[src/rtl/reset_cause_pkg.sv]
package reset_cause_pkg;

    localparam int WORD_W = 32;

    localparam int BIT_PWR_ON   = 31;
    localparam int BIT_SOFT_POR = 30;
    localparam int BIT_SOFT_XIR = 29;
    localparam int BIT_BTN_POR  = 28;
    localparam int BIT_BTN_XIR  = 27;

    localparam logic [WORD_W-1:0] LIVE_MASK  = 32'hF800_0000;
    localparam logic [WORD_W-1:0] W1C_MASK   = 32'h9800_0000;
    localparam logic [WORD_W-1:0] DIRECT_MASK = 32'h6000_0000;
    localparam logic [WORD_W-1:0] POR_VALUE  = 32'h8000_0000;

    typedef struct packed {
        logic        pwr_on;
        logic        soft_por;
        logic        soft_xir;
        logic        btn_por;
        logic        btn_xir;
        logic [26:0] unused;
    } cause_word_t;

    typedef struct packed {
        logic       hit;
        logic [WORD_W-1:0] data;
    } reg_write_t;

    function automatic logic [WORD_W-1:0] apply_write(
        input logic [WORD_W-1:0] cur,
        input logic [WORD_W-1:0] raw
    );
        logic [WORD_W-1:0] v;
        logic [WORD_W-1:0] r;
        v = raw & LIVE_MASK;
        r = cur & ~(v & W1C_MASK);
        r = (r & ~DIRECT_MASK) | (v & DIRECT_MASK);
        return r & LIVE_MASK;
    endfunction

    function automatic logic is_command(input logic [WORD_W-1:0] raw);
        return raw[BIT_SOFT_POR] | raw[BIT_SOFT_XIR];
    endfunction

endpackage

[src/rtl/rcr_decode.sv]
module rcr_decode #(
    parameter int ADDR_W = 16,
    parameter logic [ADDR_W-1:0] BASE_ADDR = 16'hF020
) (
    input  logic              wr_en,
    input  logic              rd_en,
    input  logic [ADDR_W-1:0] addr,
    output logic              wr_hit,
    output logic              rd_hit
);
    localparam int SLOT_LSB = 3;
    localparam int WORD_SEL = 2;

    logic in_slot;
    logic upper;

    always_comb begin
        in_slot = (addr[ADDR_W-1:SLOT_LSB] == BASE_ADDR[ADDR_W-1:SLOT_LSB]);
        upper   = addr[WORD_SEL];
        wr_hit  = wr_en & in_slot & upper;
        rd_hit  = rd_en & in_slot & upper;
    end
endmodule

[src/rtl/rcr_counter.sv]
module rcr_counter #(
    parameter int CNT_W = 4
) (
    input  logic             clk,
    input  logic             cold_rst,
    input  logic             rst,
    input  logic             clr,
    output logic             first,
    output logic [CNT_W-1:0] count
);
    localparam logic [CNT_W-1:0] CNT_MAX = {CNT_W{1'b1}};

    logic [CNT_W-1:0] cnt_q;

    always_ff @(posedge clk) begin
        if (cold_rst) begin
            cnt_q <= '0;
        end else if (rst) begin
            if (cnt_q != CNT_MAX) begin
                cnt_q <= cnt_q + 1'b1;
            end
        end else if (clr) begin
            cnt_q <= '0;
        end
    end

    assign first = (cnt_q == '0);
    assign count = cnt_q;
endmodule

[src/rtl/rcr_status.sv]
module rcr_status
    import reset_cause_pkg::*;
(
    input  logic              clk,
    input  logic              cold_rst,
    input  logic              rst,
    input  logic              first,
    input  reg_write_t        wr,
    input  logic              btn_por_evt,
    input  logic              btn_xir_evt,
    output logic [WORD_W-1:0] status,
    output logic              cnt_clr,
    output logic              req
);
    cause_word_t stat_q;
    cause_word_t stat_d;
    logic        req_q;

    always_comb begin
        logic [WORD_W-1:0] w;
        w = stat_q;
        if (wr.hit) begin
            w = apply_write(w, wr.data);
        end
        stat_d = cause_word_t'(w);
        if (btn_por_evt) stat_d.btn_por = 1'b1;
        if (btn_xir_evt) stat_d.btn_xir = 1'b1;
        stat_d.unused = '0;
    end

    always_ff @(posedge clk) begin
        if (cold_rst) begin
            stat_q <= '0;
            req_q  <= 1'b0;
        end else if (rst) begin
            req_q <= 1'b0;
            if (first) begin
                stat_q <= cause_word_t'(POR_VALUE);
            end
        end else begin
            stat_q <= stat_d;
            req_q  <= wr.hit & is_command(wr.data);
        end
    end

    assign cnt_clr = wr.hit & wr.data[BIT_SOFT_POR] & ~rst & ~cold_rst;
    assign status  = stat_q;
    assign req     = req_q;
endmodule

[src/rtl/reset_cause_reg.sv]
module reset_cause_reg
    import reset_cause_pkg::*;
#(
    parameter int ADDR_W = 16,
    parameter logic [ADDR_W-1:0] BASE_ADDR = 16'hF020,
    parameter int CNT_W = 4
) (
    input  logic              clk,
    input  logic              cold_rst,
    input  logic              rst,
    input  logic              wr_en,
    input  logic              rd_en,
    input  logic [ADDR_W-1:0] addr,
    input  logic [31:0]       wdata,
    output logic [31:0]       rdata,
    input  logic              btn_por_evt,
    input  logic              btn_xir_evt,
    output logic              sys_rst_req
);
    logic              wr_hit;
    logic              rd_hit;
    logic              first;
    logic [CNT_W-1:0]  cnt;
    logic              cnt_clr;
    logic [WORD_W-1:0] status;
    reg_write_t        wr;

    rcr_decode #(.ADDR_W(ADDR_W), .BASE_ADDR(BASE_ADDR)) u_dec (
        .wr_en  (wr_en),
        .rd_en  (rd_en),
        .addr   (addr),
        .wr_hit (wr_hit),
        .rd_hit (rd_hit)
    );

    assign wr.hit  = wr_hit;
    assign wr.data = wdata;

    rcr_counter #(.CNT_W(CNT_W)) u_cnt (
        .clk      (clk),
        .cold_rst (cold_rst),
        .rst      (rst),
        .clr      (cnt_clr),
        .first    (first),
        .count    (cnt)
    );

    rcr_status u_stat (
        .clk         (clk),
        .cold_rst    (cold_rst),
        .rst         (rst),
        .first       (first),
        .wr          (wr),
        .btn_por_evt (btn_por_evt),
        .btn_xir_evt (btn_xir_evt),
        .status      (status),
        .cnt_clr     (cnt_clr),
        .req         (sys_rst_req)
    );

    assign rdata = rd_hit ? status : '0;
endmodule

[config.mk]
export PLATFORM = sky130hd
export DESIGN_NAME = reset_cause_reg
export DESIGN_NICKNAME = d
export VERILOG_FILES = /design/src/rtl/reset_cause_pkg.sv /design/src/rtl/rcr_decode.sv /design/src/rtl/rcr_counter.sv /design/src/rtl/rcr_status.sv /design/src/rtl/reset_cause_reg.sv
export SDC_FILE = /design/constraint.sdc
export NUM_CORES = 1
export LEC_CHECK = 0
export BUFFER_PORTS_ARGS = -buffer_cell sky130_fd_sc_hd__buf_2
export CORE_AREA = 2 2 54 56
export DETAILED_ROUTE_END_ITERATION = 10
export DIE_AREA = 0 0 56 58
export GPL_TIMING_DRIVEN = 1
export PLACE_DENSITY = 0.84
export SYNTH_ARGS = -nofsm -noshare
export SYNTH_HDL_FRONTEND = slang
export SYNTH_HIERARCHICAL = 1
export SYNTH_SLANG_ARGS = --single-unit
[constraint.sdc]
create_clock -name clk -period 4.9 [get_ports clk]
set_clock_uncertainty 0.15 [all_clocks]
set_input_delay 0.49 -clock clk [delete_from_list [all_inputs] [get_ports clk]]
set_output_delay 0.49 -clock clk [all_outputs]
set_load 0.1 [all_outputs]
==> results by stage, run 1 <==
Drt:
- The via count is 775.
- Summed over all layers, the routed wires come to 1.82 mm.
- The DRC violation total after the first TritonRoute iteration is 34.
- The via count normalized by instance count is 4.28.
- After detailed routing, the number of remaining DRC violations is 0.
- The detail route stage leaves a number of antenna-violating nets equal to 0.
- For this run, the detailed router's first-pass iteration total came to 3.
- The detail-routed net length per standard cell is 10.0 microns.

Clocking:
- The number of buffers created by CTS is 3.
- The count of hold-fix buffers inserted at cts is 0.
- Post-CTS timing repair inserted 0 buffers for setup.
- The TritonCTS clock tree is yes.
- At the later pin of the worst-skew pair, clock insertion delay measures 0.26 ns.
- The clock root buffer is sky130_fd_sc_hd__clkbuf_4.
- The clock input transition at the sequential cells of the worst setup and hold paths is 0.06 ns.
- The number of instances resized during post-cts repair is 0.
- The longest clock path from root to sink contains 2 buffers.
- The H-tree depth reported by CTS is 1.
- For this design, the sink count on the clock tree is 10.

Synthesis:
- The area share of the largest cell type after synthesis is 24.4%.
- In the post-synthesis netlist, the biggest area contributors are sky130_fd_sc_hd__and2_2, sky130_fd_sc_hd__buf_4, sky130_fd_sc_hd__dfxtp_1.
- The post-synthesis area per instance is 8.34 sq um.
- The number of instances in the synthesized netlist is 118.
- The share of flip-flops with an asynchronous set or reset is 0%.
- The synthesized area is 985 sq um.
- In this run, synthesis produced a sequential element count of 10.
- Among all flip-flop cells after synthesis, the most frequent one is sky130_fd_sc_hd__dfxtp_1.
- The largest area contributor in the netlist is sky130_fd_sc_hd__and2_2.
- Sequential elements use 20.3% of the synthesized area.
- The number of flops mapped to enable cells by yosys is 0.
- Yosys printed 6 warnings.
- Synthesis instantiated 31 different standard cells from the library.
- The most frequent cell after synthesis is sky130_fd_sc_hd__and2_2.
- The commonest cells after synthesis are sky130_fd_sc_hd__and2_2, sky130_fd_sc_hd__buf_4, sky130_fd_sc_hd__dfxtp_1.

Place:
- The routability-driven placement congestion ratio is 0.799.
- In this run, placement finished with an instance count of 177.
- In this run the cell area measured after placement is 1070 sq um.
- The number of port buffers is 31.
- OpenSTA, run right after detailed placement, puts the worst setup slack at 1.73 ns.
- Detailed placement ended at an HPWL of 1.50 mm.

Pwr:
- Combinational logic burns 14.8% of the power.
- The post-route total power is 0.187 mW.
- The sequential power share is 46.5%.
- The internal power of the cells totals 0.144 mW.
- The power spent charging and discharging nets is 0.0431 mW.
- The share of power burned in the clock network is 38.7%.
- The maximum vdd ir drop is 0.000171 V.
- The static leakage power is 0.555 nW.
- The total power density per cell area is 168 nW/um^2.
- Of the total power, the share spent switching nets is 23.1%.

Critical path:
- The worst setup path is launched from an input port.
- Along the worst path, the maximum fanout reaches 10.
- The critical path in this run is classified as in -> out.
- The critical path data required time is 4.26 ns.
- The critical path capture point type is a primary output.
- The slowest stage of the critical path is the sky130_fd_sc_hd__nor4_2 cell.
- The dominant cell type by count on the critical path is sky130_fd_sc_hd__buf_2.
- The gate family responsible for the most delay along the worst path is simple AND/OR/NAND/NOR gates.
- The critical path goes through buf_2 -> or4_4 -> nor4_2 -> and2_2 -> buf_2.
- The delay of the slowest cell on the worst path is 0.69 ns.
- The data arrival time at the worst-slack endpoint is 2.51 ns.
- Together, buffers and inverters on the worst path number 2.

GRT:
- For this run, the total global-route usage over all layers was measured as 11.3%.
- The initial antenna violation count is 0.
- The first-pass GRT wire length is 2.95 mm.
- Summed over all layers, the global routing overflow is 0.
- Entering global routing, the biggest net connects 24 pins.
- The via count of the first global-routing pass came to 684.

Final layout:
- The post-route cell area is 1110 sq um.
- The repair_antennas step left the layout with diodes totalling 0.
- The final core utilization is 41.6%.
- The area growth from synthesis to layout is 12.6%.
- The share of layout cells above drive strength 1 is 52.7%.
- The final-layout fill cell count is 284.
- After the last flow step, the layout net total stands at 208.
- The count of placed standard cells in the final layout, fillers left out is 181.

Floorplan:
- Measured along the x axis, the die boundary spans 56 microns.
- The total number of placement rows is 19.
- The initial utilization of the core area, before any placement, comes to 37.0%.
- The boundary pin count is 88.
- The standard cell core area is 2660 sq um.
- The die is 58 microns tall.
- The area of the die is 3250 sq um.

STA:
- Setup violations remaining at the end of the flow were counted as 0.
- The hold violation total from the final report was 0.
- The number of slew-limit violations in the final report is 0.
- Setup repair after global routing left no endpoint under its margin.
- The worst max-slew margin expressed relative to the limit is 46.2%.
- The post-route clock period utilization is 64.4%.
- The worst setup slack after layout is 1.75 ns.
- Hold is met by 0.263 ns.
- The final-layout setup total negative slack is 0 ns.
- The slew at the pin closest to its max-slew limit is 0.801 ns.
- Counting I/O delays and the setup requirement, the final critical path takes 3.15 ns.
- The upper clock frequency limit is 0.317 GHz.

Run status:
- The flow ran to the end, and the final reports show no timing, DRC or antenna violations.

Job:
- The total of max-cap violations is 0.

Hold path:
- The tightest min-delay check is of the in -> reg type.
-- registers in the layout, indices dropped and copies added, names as in the netlist --
signal,cells
u_stat/req,1
u_stat/status,5
u_cnt/count,4
-- cell families (layout without fill, tap and decap cells) --
group,Yosys count,count (layout),synth area share [%]
and+or+nand+nor,55,55,41.3
buffers and inverters,34,40,23.6
AOI/OAI and AO/OA,15,15,10.8
DFF,10,10,20.3
adders and majority gates,2,2,2.54
other,1,27,0.381
muxes,1,1,1.02
-- power by group through the flow --
stage | Sequential [mW] | Clock [mW] | Combinational (mW)
2_1_floorplan | 0.0881 | 0 | 0.0282
3_3_place_gp | 0.0887 | 0 | 0.0267
3_5_place_dp | 0.0887 | 0 | 0.0275
4_1_cts | 0.0869 | 0.0744 | 0.0277
5_1_grt | 0.0874 | 0.0801 | 0.0321
6_report | 0.0868 | 0.0722 | 0.0277
-- worst register-to-register path: cells and delay by family (launching register included) --
| kind | cells | cell delay (ns) |
|---|---|---|
| adders and majority gates | 1 | 0.18 |
| DFF | 1 | 0.37 |
| and+or+nand+nor | 1 | 0.14 |
| AOI/OAI and AO/OA | 2 | 0.29 |
| buffers and inverters | 1 | 0.07 |
| muxes | 1 | 0.32 |
-- layout by cell type, fill, tap and decap left out, drive strengths merged --
| cell | Yosys | routed |
|---|---|---|
| a31o | 2 | 2 |
| nand3 | 2 | 2 |
| o211a | 1 | 1 |
| nor2b | 2 | 2 |
| nand2b | 2 | 2 |
| and3 | 1 | 1 |
| nand4b | 2 | 2 |
| or3b | 2 | 2 |
| o21ai | 2 | 2 |
| and2 | 32 | 32 |
| or4 | 1 | 1 |
| dfxtp | 10 | 10 |
| nand4 | 1 | 1 |
| ha | 2 | 2 |
| nor3b | 1 | 1 |
| mux2i | 1 | 1 |
| a22oi | 1 | 1 |
| nor3 | 1 | 1 |
| a2111oi | 2 | 2 |
| a211o | 1 | 1 |
| and4b | 1 | 1 |
| inv | 4 | 4 |
| a21oi | 5 | 5 |
| a211oi | 1 | 1 |
| conb | 1 | 27 |
| buf | 27 | 32 |
| nor4 | 3 | 3 |
| clkbuf | 3 | 4 |
| nor2 | 4 | 4 |
-- layer usage --
layer / track usage [%] / share of wire [%] / vias to the layer above / wire length [microns]
met5: 0 / 0 / - / 0
met4: 5.10 / 0 / 0 / 0
met3: 2.90 / 10 / 0 / 185
met2: 21.2 / 49 / 41 / 893
met1: 11.9 / 41 / 325 / 740
li1: - / - / 409 / -
-- layout make-up --
class	instances	area (sq um)	area share, %
well taps	31	38.8	3.50
clock buffers	4	36.3	3.27
inverters	4	15.0	1.35
repair buffers	32	163	14.7
multi-input cells	100	656	59.1
flip-flops and latches	10	200	18.1
-- worst paths after layout --
kind | slack [ns] | cells past startpoint | from | to
worst max register to register | 3.31 | 6 | u_cnt/count[0] | u_stat/status[27]
worst min register to register | 0.32 | 1 | u_stat/status[30] | u_stat/status[30]
worst max-delay path | 1.75 | 5 | addr[4] | rdata[28]
worst min-delay path | 0.26 | 2 | wdata[31] | u_stat/status[31]
(Power assumes the default switching activity.)
==> run 2: changes to the inputs <==
- CORE_AREA: 2 2 54 56 -> 2 2 55 57
- DIE_AREA: 0 0 56 58 -> 0 0 57 59
- PLACE_DENSITY: 0.84 -> 0.81
- clock period: 4.9 -> 3.25 ns (I/O delays scaled with it)
==> run 2 against run 1 <==
Effect of this change:
- design area up 5.5%
- power up 36%
- flip-flop and latch count unchanged
- critical path depth unchanged
- via count up 3.2%
- critical path type unchanged
==> results by stage, run 2 (synthesized netlist as in run 1, its figures left out) <==
Run status:
- The run finished with clean final reports.

Drt:
- The count of TritonRoute iterations in the first routing pass came to 4 (+1).
- The DRC violation total after the first TritonRoute iteration is 18 (-47%).
- The via count normalized by instance count was 4.44 (+3.8%).
- The post-detailed-route DRC marker count came to 0 (unchanged).
- The total detailed-routing wirelength is 1.84 mm (+1.2%).
- The via count is 800 (+3.2%).
- The residual antenna-violating net count after detailed routing was 0 (unchanged).
- The detail-routed net length per standard cell came to 10.2 microns (+1.8%).

Floorplan:
- The vertical extent of the die came to 59 microns (+1.7%).
- The area of the die is 3360 sq um (+3.5%).
- The effective utilization at floorplan is 36.3% (-0.65 points).
- The boundary pin count came to 88 (unchanged).
- The die extent in x is 57 microns (+1.8%).
- The standard cell core area was 2710 sq um (+1.8%).
- The total number of placement rows is 19 (unchanged).

Pwr:
- The combinational share of power is 16.6% (+1.8 points).
- The share of power burned in the clock network is 31.8% (-6.9 points).
- The switching part of the total power is 24.7% (+1.6 points).
- The maximum vdd ir drop came to 0.000217 V (+27%).
- The total power density per cell area came to 217 nW/um^2 (+29%).
- The power spent charging and discharging nets is 0.0627 mW (+45%).
- The sequential power share is 51.5% (+5.0 points).
- The internal power summed over all cells is 0.191 mW (+33%).
- The static leakage power is 0.561 nW (+0.98%).

GRT:
- The global-route congestion overflow total came to 0 (unchanged).
- The global-route usage over all layers is 11.0% (-0.30 points).
- The via count of the first global-routing pass is 674 (-1.5%).
- The maximum number of pins on one net before global-route repair came to 27 (+13%).
- The initial antenna violation count came to 0 (unchanged).
- The first-pass GRT wire length is 2.88 mm (-2.3%).

Place:
- The sum of net half-perimeters after detailed placement is 1.56 mm (+4.0%).
- The routability-driven placement congestion ratio is 0.719 (-10%).
- The number of port buffers is 31 (unchanged).

Critical path:
- The data arrival time at the worst-slack endpoint is 1.93 ns (-0.58 ns).
- The critical path data required time is 2.77 ns (-1.49 ns).
- The timing startpoint of the critical path is addr[4].
- The category of the worst setup path launch point is an input port.
- The critical register-to-register path startpoint is u_cnt/count[0].
- The critical path class is in -> out.
- The delay of the slowest cell on the worst path came to 0.53 ns (-0.16 ns).
- Traced cell by cell, the critical path runs through buf_2 -> or4_4 -> nor4_2 -> and2_2 -> buf_12.
- The cell count of the worst reg-to-reg path is 6 (unchanged).
- The worst-path cell with the longest stage delay is sky130_fd_sc_hd__or4_4.
- The register-to-register path setup slack was 1.63 ns (-1.68 ns).
- The critical path capture point type is a primary output.
- The highest net fanout along the worst path is 7 (-3).
- The endpoint identified for the worst register-to-register timing path is u_stat/status[28].

Clocking:
- The clock sink total came to 10 (unchanged).
- The clock input transition at the sequential cells of the worst setup and hold paths was 0.06 ns (about the same).
- The maximum buffer depth of the clock tree is 2 (unchanged).
- The count of hold-fix buffers inserted at cts is 0 (unchanged).
- The clock root buffer is sky130_fd_sc_hd__clkbuf_4.
- TritonCTS built the clock tree.
- The later-pin clock latency in the skew report came to 0.26 ns (about the same).
- The H-tree depth reported by CTS came to 1 (unchanged).
- The post-CTS setup buffer count is 0 (unchanged).
- The number of instances resized during post-cts repair is 0 (unchanged).
- The number of buffers created by CTS is 3 (unchanged).

Final layout:
- The top cell types in the final layout, fill and taps aside, are sky130_fd_sc_hd__and2_2, sky130_fd_sc_hd__conb_1, sky130_fd_sc_hd__buf_2, sky130_fd_sc_hd__dfxtp_1.
- The signed area change from the synthesized netlist to the final layout is 18.8%.
- The final-layout fill cell count is 271 (-4.6%).
- The net count of the finished layout is 208 (unchanged).
- The number of diodes added for antenna fixing is 0 (unchanged).
- The number of flip-flops under the largest register name is 5 (unchanged).
- The library cell used most frequently in the layout, excluding fill and tap cells, is sky130_fd_sc_hd__and2_2.
- The share of layout cells above drive strength 1 was 52.3% (-0.32 points).

Hold path:
- The path class of the lowest-slack min-delay path is in -> reg.
- The number of cells traversed by the worst hold path is 2 (unchanged).
- The path with the worst hold slack has its endpoint at u_stat/status[31].
- The launch point of the worst hold path is wdata[31].

STA:
- The worst hold slack across all endpoints came to 0.100 ns (-0.163 ns).
- The worst path uses 74.0% of the clock period.
- The worst max-slew margin expressed relative to the limit came to 61.8% (+16 points).
- Derived from the worst setup path, the maximum achievable clock frequency is 0.416 GHz.
- Setup repair after global routing left no endpoint under its margin.
- The number of slew-limit violations in the final report was 0 (unchanged).
- The slew at the pin closest to its max-slew limit is 0.568 ns (-0.232 ns).
- The setup violation total in the final timing report is 0 (unchanged).
- The final-layout setup total negative slack was 0 ns (unchanged).
- The hold violation total from the final report came to 0 (unchanged).
- The time the worst path needs with I/O delays and setup is 2.41 ns.

Job:
- The total of max-cap violations is 0 (unchanged).
[run 2: cell count changes in the layout (fill, tap and decap cells not counted), sizes merged]
cell / before / now
clkbuf: 4 / 3
[run 2: power by group through the flow]
| stage | sequential (mW) | combinational (mW) | clock (mW) |
|---|---|---|---|
| final | 0.131 | 0.0422 | 0.0809 |
| after global routing | 0.132 | 0.0480 | 0.0931 |
| after CTS | 0.131 | 0.0422 | 0.0846 |
| after detailed placement | 0.134 | 0.0420 | 0 |
| after global placement | 0.134 | 0.0403 | 0 |
| after floorplan | 0.133 | 0.0426 | 0 |
[run 2: final cells by class]
class / instances / area (sq um) / share of cell area (%)
inverter: 4 / 15.0 / 1.28
timing repair buffer: 32 / 238 / 20.3
multi-input combinational: 100 / 656 / 56.0
sequential: 10 / 200 / 17.1
tap: 31 / 38.8 / 3.32
clock buffer: 3 / 22.5 / 1.93
[run 2: stage by stage]
step	std cells	setup WS, ns	area, sq um	util (%)	power (mW)
floorplan	144	0.794	1080	-	0.175
global placement	177	0.688	1150	42.3	0.174
detailed placement	177	0.704	1150	42.3	0.176
CTS	180	0.792	1170	43.2	0.258
global route	180	0.666	1170	43.2	0.273
finish	180	0.844	1170	43.2	0.254
[run 2: worst max path at each step]
stage          slack [ns]        endpoint  cells after the start
2_1_floorplan        0.79       rdata[27]                      4
3_3_place_gp         0.69  u_cnt/count[0]                      8
3_5_place_dp         0.70  u_cnt/count[0]                      8
4_1_cts              0.79       rdata[27]                      5
5_1_grt              0.67       rdata[27]                      5
6_report             0.84       rdata[27]                      5
[run 2: metal layers]
metal	vias to the layer above	share of wire, %	global-route usage [%]
met1	342	40	12.3
met2	45	48	19.4
met5	-	0	0
li1	411	-	-
met3	2	12	3.93
met4	0	0.60	3.99
[run 2: critical path: cells and delay by family]
kind / cells / cell delay (ns)
buffers and inverters: 2 / 0.27
AND/OR/NAND/NOR: 3 / 1.33
==> run 3: changes to the inputs <==
- CORE_AREA: 2 2 55 57 -> 2 2 57 59
- DIE_AREA: 0 0 57 59 -> 0 0 59 61
- PLACE_DENSITY: 0.81 -> 0.79
- clock period: 3.25 -> 2 ns (I/O delays scaled with it)
==> run 3 against run 2 <==
Effect of this change:
- non-clock buffer count up 8
- cell count up 5.6%
- hold slack worse by 0.070 ns
- flip-flop and latch count unchanged
- first-iteration DRC count down 5.6%
- clock-buffer cell count unchanged
- combinational power up 81%
- critical path depth up 2
- utilization down 0.29 points
==> results by stage, run 3 (synthesized netlist as in run 1, its figures left out) <==
Run status:
- The flow ran to the end, and the final reports show no timing, DRC or antenna violations.

Drt:
- The total detailed-routing wirelength is 1.95 mm (+5.7%).
- The via count normalized by instance count came to 4.27 (-4.0%).
- The detail-routed net length per standard cell is 10.2 microns (+0.14%).
- The DRC violation total after the first TritonRoute iteration is 17 (-1).
- The count of TritonRoute iterations in the first routing pass is 4 (unchanged).
- The via count is 811 (+1.4%).
- The residual antenna-violating net count after detailed routing came to 0 (unchanged).
- The post-detailed-route DRC marker count was 0 (unchanged).

Clocking:
- The clock root buffer is sky130_fd_sc_hd__clkbuf_4.
- The clock input transition at the sequential cells of the worst setup and hold paths came to 0.06 ns (about the same).
- The H-tree depth reported by CTS is 1 (unchanged).
- The later-pin clock latency in the skew report is 0.27 ns (about the same).
- The TritonCTS clock tree is yes.
- The post-CTS setup buffer count is 0 (unchanged).
- The clock sink total is 10 (unchanged).
- The maximum buffer depth of the clock tree is 2 (unchanged).
- The number of buffers created by CTS is 3 (unchanged).

Floorplan:
- The area of the die is 3600 sq um (+7.0%).
- The boundary pin count is 88 (unchanged).
- The vertical extent of the die came to 61 microns (+3.4%).
- The standard cell core area is 2950 sq um (+9.0%).
- The total number of placement rows was 20 (+1).
- The effective utilization at floorplan is 33.3% (-3.0 points).
- The die extent in x is 59 microns (+3.5%).

Critical path:
- The dominant cell type by count on the critical path is sky130_fd_sc_hd__buf_6.
- The register-to-register path setup slack came to 0.38 ns (-1.25 ns).
- The critical path capture point type is a primary output.
- Grouping stages by cell kind, the critical path spends the most delay in simple AND/OR/NAND/NOR gates.
- The critical path data required time was 1.65 ns (-1.12 ns).
- The critical path class is in -> out.
- The delay of the slowest cell on the worst path is 0.54 ns (about the same).
- Walking the worst path, the cells encountered are buf_6 -> or4_4 -> buf_6 -> nor4_4 -> buf_4 -> and2_4 -> buf_12.
- The category of the worst setup path launch point is an input port.
- The highest net fanout along the worst path is 5 (-2).
- The count of buffering cells on the critical path with inverters included is 4 (+2).
- The data arrival time at the worst-slack endpoint is 1.60 ns (-0.33 ns).
- The worst-path cell with the longest stage delay is sky130_fd_sc_hd__or4_4.

Place:
- The cell count after placement is 186 (+5.1%).
- The routability-driven placement congestion ratio was 0.715 (-0.54%).
- The number of port buffers is 31 (unchanged).
- The post-placement cell area came to 1210 sq um (+5.1%).
- The sum of net half-perimeters after detailed placement was 1.60 mm (+2.6%).

Final layout:
- The number of diodes added for antenna fixing is 0 (unchanged).
- The post-route cell area is 1270 sq um (+8.2%).
- Compared with the post-synthesis result, the final layout area differs by 28.6%.
- Leaving out fill and tap cells, the most frequent cells in the layout are sky130_fd_sc_hd__and2_2, sky130_fd_sc_hd__conb_1, sky130_fd_sc_hd__buf_2, sky130_fd_sc_hd__dfxtp_1, sky130_fd_sc_hd__buf_4.
- The net count of the finished layout is 216 (+3.8%).
- The count of placed standard cells in the final layout, fillers left out is 190 (+5.6%).
- The share of layout cells above drive strength 1 is 54.8% (+2.4 points).
- The number of flip-flops under the largest register name was 5 (unchanged).

STA:
- The setup violation total in the final timing report came to 0 (unchanged).
- The slew at the pin closest to its max-slew limit was 0.510 ns (-0.0578 ns).
- The worst max-slew margin expressed relative to the limit is 66.1% (+4.3 points).
- The time the worst path needs with I/O delays and setup is 1.95 ns.
- The worst path uses 97.6% of the clock period.
- The upper clock frequency limit is 0.512 GHz.
- The number of slew-limit violations in the final report came to 0 (unchanged).
- Setup repair after global routing could not meet its margin everywhere.
- The hold violation total from the final report came to 0 (unchanged).

GRT:
- The first-pass GRT wire length is 2.95 mm (+2.4%).
- The maximum number of pins on one net before global-route repair is 18 (-33%).
- The global-route usage over all layers is 11.1% (+0.048 points).
- The via count of the first global-routing pass is 676 (+0.30%).
- The global-route congestion overflow total came to 0 (unchanged).
- The initial antenna violation count was 0 (unchanged).

Job:
- The total of max-cap violations is 0 (unchanged).

Hold path:
- The path class of the lowest-slack min-delay path is in -> reg.

Pwr:
- The maximum vdd ir drop was 0.000278 V (+28%).
- The static leakage power was 0.620 nW (+11%).
- The total power density per cell area is 336 nW/um^2 (+55%).
[run 3: cell types whose count changed in the layout (fill, tap and decap cells not counted)]
| cell | previous run | this run |
|---|---|---|
| sky130_fd_sc_hd__and2_2 | 32 | 27 |
| sky130_fd_sc_hd__buf_2 | 26 | 25 |
| sky130_fd_sc_hd__nor4_4 | 0 | 1 |
| sky130_fd_sc_hd__dlygate4sd3_1 | 0 | 1 |
| sky130_fd_sc_hd__buf_6 | 0 | 2 |
| sky130_fd_sc_hd__buf_4 | 1 | 7 |
| sky130_fd_sc_hd__and2_4 | 0 | 5 |
| sky130_fd_sc_hd__nor4_1 | 2 | 1 |
[run 3: area by class of cell]
class	instances	area (sq um)
Timing Repair Buffer	40	310
Inverter	4	15.0
Fill cell	304	1690
Clock buffer	3	22.5
Sequential cell	10	200
Tap cell	33	41.3
Multi-Input combinational cell	100	677
[run 3: what timing repair did]
action / CTS / global route
hold buffers: 1 / 0
pin swaps: 1 / 0
endpoints found under the setup margin: 6 / 6
endpoints found under the hold margin: 1 / 0
resized for setup: 3 / 3
gates cloned: 0 / 0
[run 3: where the power goes]
part	internal, mW	switching [mW]
Sequential	0.208	0.00596
Combinational	0.0389	0.0373
Clock	0.0695	0.0665
[run 3: worst register-to-register path, stage by stage, from the launching register on]
cell	delay, ns
sky130_fd_sc_hd__dfxtp_1	0.39
sky130_fd_sc_hd__inv_1	0.08
sky130_fd_sc_hd__ha_1	0.19
sky130_fd_sc_hd__nor3b_1	0.15
sky130_fd_sc_hd__mux2i_1	0.34
sky130_fd_sc_hd__o21ai_1	0.12
sky130_fd_sc_hd__a21oi_1	0.14
[run 3: final timing paths]
kind	start	to	depth (start not counted)
worst max-delay path	addr[4]	rdata[28]	7
worst min-delay path	wdata[29]	u_stat/req	2
worst min register to register	u_stat/status[28]	u_stat/status[28]	2
worst max register to register	u_cnt/count[0]	u_stat/status[27]	6
[run 3: routing by layer]
metal  vias up  part of all wire (%)  track usage (%)
li1        424                     -                -
met1       340                    43             13.0
met2        45                    46             19.4
met3         2                   9.7             2.35
met4         0                   1.3             4.87
met5         -                     0                0
[run 3: per-stage QoR]
step	worst slack, ns	setup TNS (ns)	hold slack, ns	power (mW)	utilization (%)
3_3_place_gp	-0.241	-1.25	0.247	0.286	40.8
5_1_grt	-0.0554	-0.139	0.0379	0.456	42.9
3_5_place_dp	-0.288	-1.37	0.252	0.289	40.8
4_1_cts	-0.00107	-0.00171	0.0261	0.430	42.5
2_1_floorplan	-0.0761	-0.430	0.119	0.285	-
6_report	0.0470	0	0.0307	0.426	42.9
